==> config.mk <==
export PLATFORM = sky130hd
export DESIGN_NAME = rgn_guard
export DESIGN_NICKNAME = d
export VERILOG_FILES = /design/src/rtl/rgn_pkg.sv /design/src/rtl/rgn_table.sv /design/src/rtl/rgn_attr_sel.sv /design/src/rtl/rgn_resp_reg.sv /design/src/rtl/rgn_guard.sv
export SDC_FILE = /design/constraint.sdc
export NUM_CORES = 1
export LEC_CHECK = 0
export ABC_CLOCK_PERIOD_IN_PS = 3300
export BUFFER_PORTS_ARGS = -buffer_cell sky130_fd_sc_hd__buf_2
export CAP_MARGIN = 20
export CORE_ASPECT_RATIO = 0.9
export CORE_UTILIZATION = 53
export DETAILED_ROUTE_END_ITERATION = 12
export GPL_ROUTABILITY_DRIVEN = 0
export PLACE_DENSITY = 0.8
export REMOVE_ABC_BUFFERS = 1
export SLEW_MARGIN = 20
export SYNTH_ARGS = -nofsm -noshare
export SYNTH_HDL_FRONTEND = slang
export SYNTH_HIERARCHICAL = 1
export SYNTH_SLANG_ARGS = --single-unit
export TNS_END_PERCENT = 50
==> constraint.sdc <==
create_clock -name clk -period 3.3 [get_ports clk]
set_input_delay 0.495 -clock clk [delete_from_list [all_inputs] [get_ports clk]]
set_output_delay 0.495 -clock clk [all_outputs]
set_load 0.1 [all_outputs]
==> src/rtl/rgn_pkg.sv <==
package rgn_pkg;

  localparam int unsigned ATTR_W = 4;
  localparam logic [ATTR_W-1:0] ATTR_AT_RESET = 4'd2;

  typedef enum logic [1:0] {
    ACC_READ  = 2'd0,
    ACC_WRITE = 2'd1,
    ACC_FETCH = 2'd2,
    ACC_RSVD  = 2'd3
  } acc_kind_e;

  typedef enum logic [1:0] {
    CP_BYPASS  = 2'd0,
    CP_WTHRU   = 2'd1,
    CP_WBACK   = 2'd2,
    CP_ISOLATE = 2'd3
  } cache_pol_e;

  typedef enum logic [1:0] {
    FLT_NONE  = 2'd0,
    FLT_LOAD  = 2'd1,
    FLT_STORE = 2'd2,
    FLT_FETCH = 2'd3
  } fault_e;

  typedef struct packed {
    logic       rd;
    logic       wr;
    logic       ex;
    cache_pol_e pol;
  } rights_t;

  // Sparse attribute decode; codes without an entry grant nothing.
  function automatic rights_t decode_attr(input logic [ATTR_W-1:0] code,
                                          input logic notrans);
    rights_t r;
    r.rd  = 1'b0;
    r.wr  = 1'b0;
    r.ex  = 1'b0;
    r.pol = CP_BYPASS;
    case (code)
      4'd0: begin r.rd = 1'b1; r.wr = 1'b1; r.pol = CP_WTHRU; end
      4'd1: begin r.rd = 1'b1; r.wr = 1'b1; r.ex = 1'b1; r.pol = CP_WTHRU; end
      4'd2: begin r.rd = 1'b1; r.wr = 1'b1; r.ex = 1'b1; r.pol = CP_BYPASS; end
      4'd3: begin r.ex = 1'b1; r.pol = CP_WBACK; end
      4'd4: begin r.rd = 1'b1; r.wr = 1'b1; r.ex = 1'b1; r.pol = CP_WBACK; end
      4'd5: begin
        if (!notrans) begin
          r.rd = 1'b1; r.wr = 1'b1; r.ex = 1'b1; r.pol = CP_WBACK;
        end
      end
      4'd14: begin r.rd = 1'b1; r.wr = 1'b1; r.pol = CP_ISOLATE; end
      default: ;
    endcase
    return r;
  endfunction

  function automatic logic permits(input rights_t r, input acc_kind_e k);
    case (k)
      ACC_READ:  return r.rd;
      ACC_WRITE: return r.wr;
      ACC_FETCH: return r.ex;
      default:   return 1'b0;
    endcase
  endfunction

  function automatic fault_e deny_cause(input acc_kind_e k);
    case (k)
      ACC_READ:  return FLT_LOAD;
      ACC_FETCH: return FLT_FETCH;
      default:   return FLT_STORE;
    endcase
  endfunction

endpackage

==> src/rtl/rgn_table.sv <==
module rgn_table
  import rgn_pkg::*;
#(
  parameter int unsigned IDX_W = 3
) (
  input  logic              clk,
  input  logic              rst_n,
  input  logic              we,
  input  logic [IDX_W-1:0]  wr_idx,
  input  logic [IDX_W-1:0]  wr_base,
  input  logic [ATTR_W-1:0] wr_attr,
  input  logic [IDX_W-1:0]  rd_idx,
  output logic [IDX_W-1:0]  rd_base,
  output logic [ATTR_W-1:0] rd_attr
);

  localparam int unsigned NREG = 1 << IDX_W;

  logic [IDX_W-1:0]  base_arr [NREG];
  logic [ATTR_W-1:0] attr_arr [NREG];

  for (genvar i = 0; i < NREG; i++) begin : g_reg
    logic [IDX_W-1:0]  b_q;
    logic [ATTR_W-1:0] a_q;
    logic              hit;

    assign hit = we && (wr_idx == IDX_W'(i));

    always_ff @(posedge clk) begin
      if (!rst_n) begin
        b_q <= IDX_W'(i);
        a_q <= ATTR_AT_RESET;
      end else if (hit) begin
        b_q <= wr_base;
        a_q <= wr_attr;
      end
    end

    assign base_arr[i] = b_q;
    assign attr_arr[i] = a_q;
  end

  assign rd_base = base_arr[rd_idx];
  assign rd_attr = attr_arr[rd_idx];

endmodule

==> src/rtl/rgn_attr_sel.sv <==
module rgn_attr_sel
  import rgn_pkg::*;
#(
  parameter int unsigned ADDR_W = 32,
  parameter int unsigned IDX_W  = 3
) (
  input  logic                       xlat_off,
  input  logic [(ATTR_W<<IDX_W)-1:0] cache_attr,
  input  logic [ADDR_W-1:0]          vaddr,
  input  logic [IDX_W-1:0]           tbl_base,
  input  logic [ATTR_W-1:0]          tbl_attr,
  output logic [ATTR_W-1:0]          attr,
  output logic [ADDR_W-1:0]          paddr
);

  localparam int unsigned NREG  = 1 << IDX_W;
  localparam int unsigned OFS_W = ADDR_W - IDX_W;

  logic [ATTR_W-1:0] nib [NREG];
  logic [IDX_W-1:0]  idx;

  for (genvar i = 0; i < NREG; i++) begin : g_nib
    assign nib[i] = cache_attr[ATTR_W*i +: ATTR_W];
  end

  assign idx = vaddr[ADDR_W-1 -: IDX_W];

  always_comb begin
    if (xlat_off) begin
      attr  = nib[idx];
      paddr = vaddr;
    end else begin
      attr  = tbl_attr;
      paddr = {tbl_base, vaddr[OFS_W-1:0]};
    end
  end

endmodule

==> src/rtl/rgn_resp_reg.sv <==
module rgn_resp_reg
  import rgn_pkg::*;
#(
  parameter int unsigned ADDR_W = 32
) (
  input  logic              clk,
  input  logic              rst_n,
  input  logic              ld,
  input  logic [ADDR_W-1:0] paddr_d,
  input  rights_t           rights_d,
  input  logic              ok_d,
  input  fault_e            cause_d,
  output logic              valid_q,
  output logic [ADDR_W-1:0] paddr_q,
  output rights_t           rights_q,
  output logic              ok_q,
  output fault_e            cause_q
);

  always_ff @(posedge clk) begin
    if (!rst_n || !ld) begin
      valid_q  <= 1'b0;
      paddr_q  <= '0;
      rights_q <= '0;
      ok_q     <= 1'b0;
      cause_q  <= FLT_NONE;
    end else begin
      valid_q  <= 1'b1;
      paddr_q  <= paddr_d;
      rights_q <= rights_d;
      ok_q     <= ok_d;
      cause_q  <= cause_d;
    end
  end

endmodule

==> src/rtl/rgn_guard.sv <==
module rgn_guard
  import rgn_pkg::*;
#(
  parameter int unsigned ADDR_W = 32,
  parameter int unsigned IDX_W  = 3
) (
  input  logic                       clk,
  input  logic                       rst_n,
  input  logic                       cfg_we,
  input  logic [IDX_W-1:0]           cfg_idx,
  input  logic [IDX_W-1:0]           cfg_base,
  input  logic [ATTR_W-1:0]          cfg_attr,
  input  logic                       xlat_off,
  input  logic [(ATTR_W<<IDX_W)-1:0] cache_attr,
  input  logic                       req_valid,
  input  logic [ADDR_W-1:0]          req_vaddr,
  input  logic [1:0]                 req_kind,
  output logic                       rsp_valid,
  output logic [ADDR_W-1:0]          rsp_paddr,
  output logic                       rsp_rd,
  output logic                       rsp_wr,
  output logic                       rsp_ex,
  output logic [1:0]                 rsp_cache,
  output logic                       rsp_grant,
  output logic [1:0]                 rsp_cause
);

  // Named internal events of the lookup path.
  logic [IDX_W-1:0]  lk_idx;
  logic [IDX_W-1:0]  lk_base;
  logic [ATTR_W-1:0] lk_tbl_attr;
  logic [ATTR_W-1:0] lk_attr;
  logic [ADDR_W-1:0] lk_paddr;
  rights_t           lk_rights;
  acc_kind_e         lk_kind;
  logic              lk_ok;
  fault_e            lk_cause;

  rights_t           q_rights;
  fault_e            q_cause;

  assign lk_idx  = req_vaddr[ADDR_W-1 -: IDX_W];
  assign lk_kind = acc_kind_e'(req_kind);

  rgn_table #(.IDX_W(IDX_W)) table_i (
    .clk     (clk),
    .rst_n   (rst_n),
    .we      (cfg_we),
    .wr_idx  (cfg_idx),
    .wr_base (cfg_base),
    .wr_attr (cfg_attr),
    .rd_idx  (lk_idx),
    .rd_base (lk_base),
    .rd_attr (lk_tbl_attr)
  );

  rgn_attr_sel #(.ADDR_W(ADDR_W), .IDX_W(IDX_W)) sel_i (
    .xlat_off   (xlat_off),
    .cache_attr (cache_attr),
    .vaddr      (req_vaddr),
    .tbl_base   (lk_base),
    .tbl_attr   (lk_tbl_attr),
    .attr       (lk_attr),
    .paddr      (lk_paddr)
  );

  assign lk_rights = decode_attr(lk_attr, xlat_off);
  assign lk_ok     = permits(lk_rights, lk_kind);
  assign lk_cause  = lk_ok ? FLT_NONE : deny_cause(lk_kind);

  rgn_resp_reg #(.ADDR_W(ADDR_W)) resp_i (
    .clk      (clk),
    .rst_n    (rst_n),
    .ld       (req_valid),
    .paddr_d  (lk_paddr),
    .rights_d (lk_rights),
    .ok_d     (lk_ok),
    .cause_d  (lk_cause),
    .valid_q  (rsp_valid),
    .paddr_q  (rsp_paddr),
    .rights_q (q_rights),
    .ok_q     (rsp_grant),
    .cause_q  (q_cause)
  );

  assign rsp_rd    = q_rights.rd;
  assign rsp_wr    = q_rights.wr;
  assign rsp_ex    = q_rights.ex;
  assign rsp_cache = q_rights.pol;
  assign rsp_cause = q_cause;

endmodule

==> metrics.yaml, run 1 <==
cts_max_path_buffers: 2
synth_top_area_frac: 0.4287
avgViaCountPerCell: 5.370
diodes: 0
placed_area_um2: 4908
ys_ff_latch: 97
synth_edf_count: 0
slew_headroom: 0.5327
synth_ff_type: "dfxtp_1"
synth_area_per_cell_um2: 11.13
power_mw: 2.525
coreArea_um2: 8184
drv_slew: 0
cts_root_buf: "clkbuf_8"
grt.total_usage: 0.2178
initial_core_util: 0.5534
wl_per_cell_um: 16.03
yosysTopAreaCell: "dfxtp_1"
drive_gt1_frac: 0.4082
grt_antenna_before_repair: 0
area_delta_synth_final_pct: 13.20
maxCapViolations: 0
fin_crit_sh: 0.8298
grt_pass1_vias: 3125
finalSetupViolCount: 0
yosys_warnings: 6
cts_sinks: 97
die_w_um: 99.45
synthArstFlopShare: 0
vias: 3222
rows: 31
cts_tree: "yes"
htreeDepth: 3
ant_nets: 0
ir_drop_v: 0.0003061
p_leak_nw: 2.437
grt_max_degree: 54
clk_pin_slew_ns: 0.09
routed_wirelength_mm: 9.618
fmax_mhz: 365.2
endpoint_kind: "flip-flop"
synth_area_um2: 4529
synth_cells: 407
nets: 561
post-dp-hpwl_mm: 6.840
yosysUniqueCellTypes: 45
tightest_slew_ns: 0.6972
dp_worst_setup_slack_ns: 0.1816
hp-class: "primary input to flip-flop"
die_y_um: 89.70
synthTopCellsByArea: "dfxtp_1, mux2i_1, mux4_1, and3_2, buf_4"
crit_path_start_kind: "primary input"
cts_setup_buffers: 0
overflow: 0
cts_hold_buf: 0
clk_latency_ns: 0.36
num_io_pins: 122
drcViolationCount: 0
crit_required_ns: 3.56
dr.pass1.iters: 5
whs_ns: 0.3726
fin_setup_tns_ns: 0
post_cts_resized: 0
period_minus_slack_ns: 2.738
setup_ws_ns: 0.5617
dieArea_um2: 8920
yosysMostFrequentCell: "dfxtp_1"
portBuffers: 121
cts_buffers: 9
drtIter0Drc: 84
rsz0062_at_grt: "no"
fillCellCount: 646
skew_ns: 0.006283
hold_viol_final: 0
worstPathArrival_ns: 3.00
grt_pass1_wl_mm: 15.15
crit_path_max_fanout: 9
synthTopCellsByCount: "dfxtp_1, mux2i_1, nand2_1, nor2b_1, and3_2"
stdcell_area_um2: 5127
critPathKind: "primary input to flip-flop"
run_status: "finished clean"
ys_seq_area_frac: 0.4287
power_density_nw_per_um2: 492.5
[flip-flops by register name, summed over array words and instances (netlist names)]
register / count
resp_i/paddr_q: 32
table_i/g.a_q: 32
table_i/g.b_q: 24
resp_i/rights_q: 5
resp_i/cause_q: 2
resp_i/ok_q: 1
resp_i/valid_q: 1
[stage by stage]
| step | util | std cells |
|---|---|---|
| 6_report | 0.6265 | 600 |
| 5_1_grt | 0.6265 | 600 |
| 4_1_cts | 0.6265 | 600 |
| 3_5_place_dp | 0.5998 | 584 |
| 3_3_place_gp | 0.5998 | 584 |
| 2_1_floorplan | - | 339 |
[critical path, stage by stage]
cell,delay [ns]
buf_2,0.19
mux4_1,0.56
mux2_4,0.29
a221o_1,0.46
a21o_1,0.21
a211oi_2,0.30
inv_1,0.07
a22o_1,0.22
and3_2,0.19
[report_power, final]
group	switching, mW	internal, mW	total [mW]
combinational	0.306	0.155	0.461
clock	0.412	0.432	0.843
sequential	0.0126	1.21	1.22
total	0.730	1.79	2.53
[cell type report]
cell class,instances,area (um2),area share
clock buffer,10,127.6,0.02489
sequential,97,1942,0.3787
clock inverter,6,91.34,0.01781
tap,115,143.9,0.02806
inverter,3,11.26,0.002196
timing repair buffer,130,685.7,0.1337
multi-input combinational,239,2126,0.4146
[logic make-up after synthesis]
group | after synthesis | synth area share
simple gates | 132 | 0.1771
flops | 97 | 0.4287
mux | 84 | 0.2503
buf+inv | 71 | 0.1033
compound gates | 23 | 0.04061
[layout by cell type (no fill, tap or decap), types with 5 or more instances in the layout]
cell      instances
mux2i_1          57
and3_2           30
mux4_1           10
mux2_4            5
dfxtp_1          97
buf_4             8
and3_1           11
nor2b_1          34
mux4_2            8
nand3_1           6
clkbuf_8          9
buf_2           121
nand2_1          34
[layer usage]
| metal | track usage | share of wire |
|---|---|---|
| met1 | 0.2679 | 0.44 |
| met3 | 0.05677 | 0.073 |
| met4 | 0.06740 | 0.011 |
| met2 | 0.3721 | 0.48 |
| met5 | 0 | 0 |
[final timing paths]
path	from	end	slack, ns	cells after the start
hold / removal	req_vaddr[21]	resp_i/paddr_q[21]	0.37	2
hold reg to reg	table_i/g_reg[7].b_q[2]	table_i/g_reg[7].b_q[2]	0.48	2
setup / recovery	req_vaddr[31]	resp_i/cause_q[1]	0.56	9
setup reg to reg	table_i/g_reg[4].a_q[1]	resp_i/cause_q[1]	0.64	8
Note: power is estimated with default switching activity, not from simulation.
==> run 2, diff against run 1 <==
--- a/config.mk
+++ b/config.mk
@@ -5,14 +5,14 @@
 export SDC_FILE = /design/constraint.sdc
 export NUM_CORES = 1
 export LEC_CHECK = 0
-export ABC_CLOCK_PERIOD_IN_PS = 3300
+export ABC_CLOCK_PERIOD_IN_PS = 2300
 export BUFFER_PORTS_ARGS = -buffer_cell sky130_fd_sc_hd__buf_2
 export CAP_MARGIN = 20
 export CORE_ASPECT_RATIO = 0.9
-export CORE_UTILIZATION = 53
+export CORE_UTILIZATION = 48
 export DETAILED_ROUTE_END_ITERATION = 12
 export GPL_ROUTABILITY_DRIVEN = 0
-export PLACE_DENSITY = 0.8
+export PLACE_DENSITY = 0.77
 export REMOVE_ABC_BUFFERS = 1
 export SLEW_MARGIN = 20
 export SYNTH_ARGS = -nofsm -noshare
==> constraint.sdc (replaced) <==
create_clock -name clk -period 2.3 [get_ports clk]
set_input_delay 0.345 -clock clk [delete_from_list [all_inputs] [get_ports clk]]
set_output_delay 0.345 -clock clk [all_outputs]
set_load 0.1 [all_outputs]
==> run 2 against run 1 <==
Compared with the run above: total power up 42%; sequential cell count stayed put; non-clock buffer count up 16; the run now ends with setup timing left; largest power group unchanged; routed wire length decreased by 0.21%; highest routed layer unchanged; final cell count up 3.8%; count of clock-buffer cells in the layout is 1 lower.
==> metrics.yaml, run 2 (same netlist as run 1, synthesis figures left out) <==
run_status: "complete, but fails checks"
violations: "setup timing"
routed.top_layer: "met4"
route.met3.wl_um: 595
tightest_slew_ns: 0.6262
worstPathArrival_ns: 2.84
whs_ns: 0.2112
overflow: 0
routed_wirelength_mm: 9.598
fin_crit_sh: 1.111
die_y_um: 94.16
hold_viol_final: 0
dieArea_um2: 9829
largestRegisters: "resp_i/paddr_q x32, table_i/g.a_q x32, table_i/g.b_q x24"
cp_num_buf_inv: 1
clk_pin_slew_ns: 0.11
slew_headroom: 0.5803
area_delta_synth_final_pct: 17.38
skew_ns: 0.01009
min_from: "req_vaddr[25]"
nets: 577
wl_per_cell_um: 15.41
fmax_mhz: 391.3
crit_path_start_kind: "flip-flop"
grt_pass1_wl_mm: 15.27
avgViaCountPerCell: 5.177
die_w_um: 104.4
rsz0062_at_grt: "yes"
cts_max_path_buffers: 2
final_common_cell: "buf_2"
drv_slew: 0
drcViolationCount: 0
crit_required_ns: 2.58
grt_antenna_before_repair: 0
r2r-end: "resp_i/cause_q[1]"
critPathSlowestCell: "mux4_2"
cts_root_buf: "clkbuf_8"
min_to: "resp_i/paddr_q[25]"
diodes: 0
fin_setup_tns_ns: -0.7301
htreeDepth: 3
critPathKind: "flip-flop to flip-flop"
cts_buffers: 9
multi_input_area_um2: 2165
drtIter0Drc: 154
cp_top_family: "compound AO/OA/AOI/OAI gates"
max_stage_delay_ns: 0.47
cts_hold_buf: 0
finalSetupViolCount: 5
hp-class: "primary input to flip-flop"
ant_nets: 0
cts_sinks: 97
clk_latency_ns: 0.37
drive_gt1_frac: 0.4411
crit_path_max_fanout: 5
initial_core_util: 0.4964
cts_tree: "yes"
dr.pass1.iters: 4
ir_drop_v: 0.0003170
period_minus_slack_ns: 2.555
endpoint_kind: "flip-flop"
fillCellCount: 758
worst-r2r-setup-slack_ns: -0.26
wl_met1_mm: 4.194
maxCapViolations: 0
wl_met2_mm: 4.660
setup_ws_ns: -0.2555
portBuffers: 121
grt_max_degree: 42
hold_depth: 2
post-dp-hpwl_mm: 6.916
num_io_pins: 122
rows: 33
r2r-start: "table_i/g_reg[5].a_q[1]"
coreArea_um2: 9125
power_density_nw_per_um2: 672.3
worstPathCellList: "mux4_2, mux2_4, a221o_1, buf_4, a2111o_1, a22o_1, and3_4"
vias: 3225
seq_area_um2: 1943
final_cell_mix: "buf_2, dfxtp_1, mux2i_1"
grt.total_usage: 0.2011
ff2ff_path_depth: 7
p_leak_nw: 2.525
grt_pass1_vias: 3115
==> run 2: what timing repair did <==
item	in CTS	in global routing
pin swaps	6	5
buffers inserted	3	0
resized for setup	7	8
setup endpoints to repair	7	8
==> run 2: how the worst max path moves through the flow <==
stage | start | to | slack (ns) | cells past startpoint
4_1_cts | table_i/g_reg[5].a_q[1] | resp_i/cause_q[1] | -0.24 | 8
6_report | table_i/g_reg[5].a_q[1] | resp_i/cause_q[1] | -0.26 | 7
3_3_place_gp | req_vaddr[31] | resp_i/cause_q[1] | -0.67 | 9
3_5_place_dp | req_vaddr[31] | resp_i/cause_q[1] | -0.75 | 9
5_1_grt | table_i/g_reg[5].a_q[1] | resp_i/cause_q[1] | -0.31 | 7
2_1_floorplan | req_vaddr[31] | resp_i/cause_q[1] | -0.27 | 8
==> run 2: where the power goes <==
group | switching [mW] | internal (mW) | total [mW]
clock | 0.674 | 0.438 | 1.11
combinational | 0.453 | 0.258 | 0.711
sequential | 0.0186 | 1.73 | 1.75
==> run 2: metal layers <==
| layer | vias up | GRT usage |
|---|---|---|
| met5 | - | 0 |
| met4 | 0 | 0.08333 |
| met3 | 14 | 0.04438 |
| met2 | 113 | 0.3427 |
| met1 | 1507 | 0.2466 |
| li1 | 1591 | - |
==> run 2: stage by stage <==
step	cell area (um2)	total power [mW]	cells	setup WS [ns]	utilization
floorplan	4073	2.228	339	-0.2693	-
CTS	5286	3.597	623	-0.2422	0.5793
global route	5316	3.732	623	-0.3147	0.5826
detailed placement	5040	2.475	604	-0.7538	0.5523
global placement	5040	2.461	604	-0.6691	0.5523
finish	5316	3.574	623	-0.2555	0.5826
==> run 2: area by class of cell <==
type                    count  share of cell area
multi-input cells         239              0.4072
flip-flops and latches     97              0.3655
repair buffers            146              0.1574
well taps                 122             0.02871
clock buffers               9             0.02330
clock inverters             7             0.01577
inverters                   3            0.002118
==> run 2: worst reg2reg max path: cells and delay by family, from the launching register on <==
family / cells / cell delay (ns)
AO/OA/AOI/OAI: 3 / 1.04
buffers and inverters: 1 / 0.16
flip-flops: 1 / 0.35
multiplexers: 2 / 0.75
AND/OR/NAND/NOR: 1 / 0.17
==> run 3, diff against run 2 <==
--- a/config.mk
+++ b/config.mk
@@ -8,13 +8,14 @@
 export ABC_CLOCK_PERIOD_IN_PS = 2300
 export BUFFER_PORTS_ARGS = -buffer_cell sky130_fd_sc_hd__buf_2
 export CAP_MARGIN = 20
-export CORE_ASPECT_RATIO = 0.9
-export CORE_UTILIZATION = 48
+export CORE_ASPECT_RATIO = 1.5
+export CORE_UTILIZATION = 49
+export CTS_BUF_LIST = sky130_fd_sc_hd__clkbuf_2 sky130_fd_sc_hd__clkbuf_4 sky130_fd_sc_hd__clkbuf_8
 export DETAILED_ROUTE_END_ITERATION = 12
 export GPL_ROUTABILITY_DRIVEN = 0
-export PLACE_DENSITY = 0.77
+export PLACE_DENSITY = 0.78
 export REMOVE_ABC_BUFFERS = 1
-export SLEW_MARGIN = 20
+export SLEW_MARGIN = 5
 export SYNTH_ARGS = -nofsm -noshare
 export SYNTH_HDL_FRONTEND = slang
 export SYNTH_HIERARCHICAL = 1
==> run 3 against run 2 <==
Compared with the run above: the run still ends with setup timing left; via count rose by 1.8%; combinational power fell by 1%; sequential cell count did not move; critical path depth rose by 1; non-clock buffer count fell by 3; setup slack improved by 0.022 ns; critical path type unchanged; highest routed layer unchanged.
==> metrics.yaml, run 3 (same netlist as run 1, synthesis figures left out) <==
run_status: "complete, but fails checks"
violations: "setup timing"
whs_ns: 0.2056
grt_pass1_vias: 3191
period_minus_slack_ns: 2.533
ant_nets: 0
initial_core_util: 0.5100
nets: 574
hold_viol_final: 0
drcViolationCount: 0
cts_hold_buf: 0
largestRegisters: "resp_i/paddr_q x32, table_i/g.a_q x32, table_i/g.b_q x24"
drtIter0Drc: 126
finalSetupViolCount: 6
hold_depth: 2
clk_pin_slew_ns: 0.10
dieArea_um2: 9640
htreeDepth: 3
placed_area_um2: 4992
grt.total_usage: 0.2042
final_cell_mix: "buf_2, dfxtp_1, mux2i_1"
drive_gt1_frac: 0.4398
fmax_mhz: 394.8
dr.pass1.iters: 5
slew_headroom: 0.5705
die_w_um: 80.50
post-dp-hpwl_mm: 7.005
ff2ff_path_depth: 8
ir_drop_v: 0.0004191
cts_buffers: 9
wl_per_cell_um: 15.86
die_y_um: 119.8
hp-class: "primary input to flip-flop"
min_from: "req_vaddr[19]"
power_density_nw_per_um2: 691.8
maxCapViolations: 0
cts_max_path_buffers: 2
clk_latency_ns: 0.37
p_leak_nw: 2.506
vias: 3282
setup_ws_ns: -0.2331
routed_wirelength_mm: 9.641
final_common_cell: "buf_2"
diodes: 0
grt_max_degree: 50
worst-r2r-setup-slack_ns: -0.23
drv_slew: 0
cts_sinks: 97
fillCellCount: 738
critPathKind: "flip-flop to flip-flop"
crit_path_max_fanout: 5
r2r-end: "resp_i/cause_q[1]"
coreArea_um2: 8881
grt_pass1_wl_mm: 15.10
cts_tree: "yes"
avgViaCountPerCell: 5.398
worstPathArrival_ns: 2.80
power_mw: 3.634
skew_ns: 0.007044
fin_crit_sh: 1.101
stdcell_area_um2: 5253
portBuffers: 121
tightest_slew_ns: 0.6408
crit_path_start_kind: "flip-flop"
endpoint_kind: "flip-flop"
grt_antenna_before_repair: 0
rsz0062_at_grt: "yes"
rows: 42
r2r-start: "table_i/g_reg[1].a_q[1]"
cts_root_buf: "clkbuf_8"
overflow: 0
crit_required_ns: 2.57
area_delta_synth_final_pct: 15.97
min_to: "resp_i/paddr_q[19]"
num_io_pins: 122
==> run 3: routing by layer <==
| metal | wire length (um) | vias up | global-route usage |
|---|---|---|---|
| li1 | - | 1578 | - |
| met1 | 3878 | 1546 | 0.2270 |
| met2 | 4825 | 134 | 0.3596 |
| met3 | 664 | 24 | 0.03878 |
| met4 | 272 | 0 | 0.1060 |
| met5 | 0 | - | 0 |
==> run 3: repair_timing <==
item | CTS | global route
resized for setup | 11 | 2
pin swaps | 9 | 4
endpoints found under the setup margin | 6 | 6
buffers inserted | 2 | 0
==> run 3: final cells by class <==
| cell class | instances | area, um2 | share of cell area |
|---|---|---|---|
| timing repair buffer | 143 | 785.8 | 0.1496 |
| multi-input combinational | 239 | 2155 | 0.4102 |
| inverter | 3 | 11.26 | 0.002144 |
| clock inverter | 7 | 95.09 | 0.01810 |
| sequential | 97 | 1944 | 0.3702 |
| tap | 110 | 137.6 | 0.02620 |
| clock buffer | 9 | 123.9 | 0.02358 |
==> run 3: critical path, stage by stage (launching register included) <==
cell and delay (ns):
dfxtp_2 0.34, mux4_2 0.44, mux2_4 0.27, a221o_1 0.42, nand2b_1 0.13, a21boi_2 0.08, a2111o_1 0.40, a22o_1 0.19
and3_4 0.17
==> run 3: metrics by stage <==
stage / util / worst slack (ns) / TNS [ns] / instances
finish: 0.5914 / -0.2331 / -0.8589 / 608
global route: 0.5914 / -0.3208 / -1.536 / 608
CTS: 0.5907 / -0.2064 / -0.5007 / 608
detailed placement: 0.5621 / -0.6269 / -3.732 / 591
global placement: 0.5621 / -0.5618 / -3.287 / 591
floorplan: - / -0.2693 / -0.6596 / 339
==> run 3: where the power goes <==
group          internal, mW  switching, mW  leakage (nW)
sequential             1.73         0.0189         0.790
clock                 0.534          0.646         0.111
combinational         0.249          0.452          1.61
==> run 3: worst max path at each step <==
stage | startpoint | to | slack, ns
CTS | table_i/g_reg[1].a_q[1] | resp_i/cause_q[1] | -0.21
global placement | req_vaddr[31] | resp_i/cause_q[1] | -0.56
finish | table_i/g_reg[1].a_q[1] | resp_i/cause_q[1] | -0.23
global route | table_i/g_reg[1].a_q[1] | resp_i/cause_q[1] | -0.32
floorplan | req_vaddr[31] | resp_i/cause_q[1] | -0.27
detailed placement | req_vaddr[31] | resp_i/cause_q[1] | -0.63
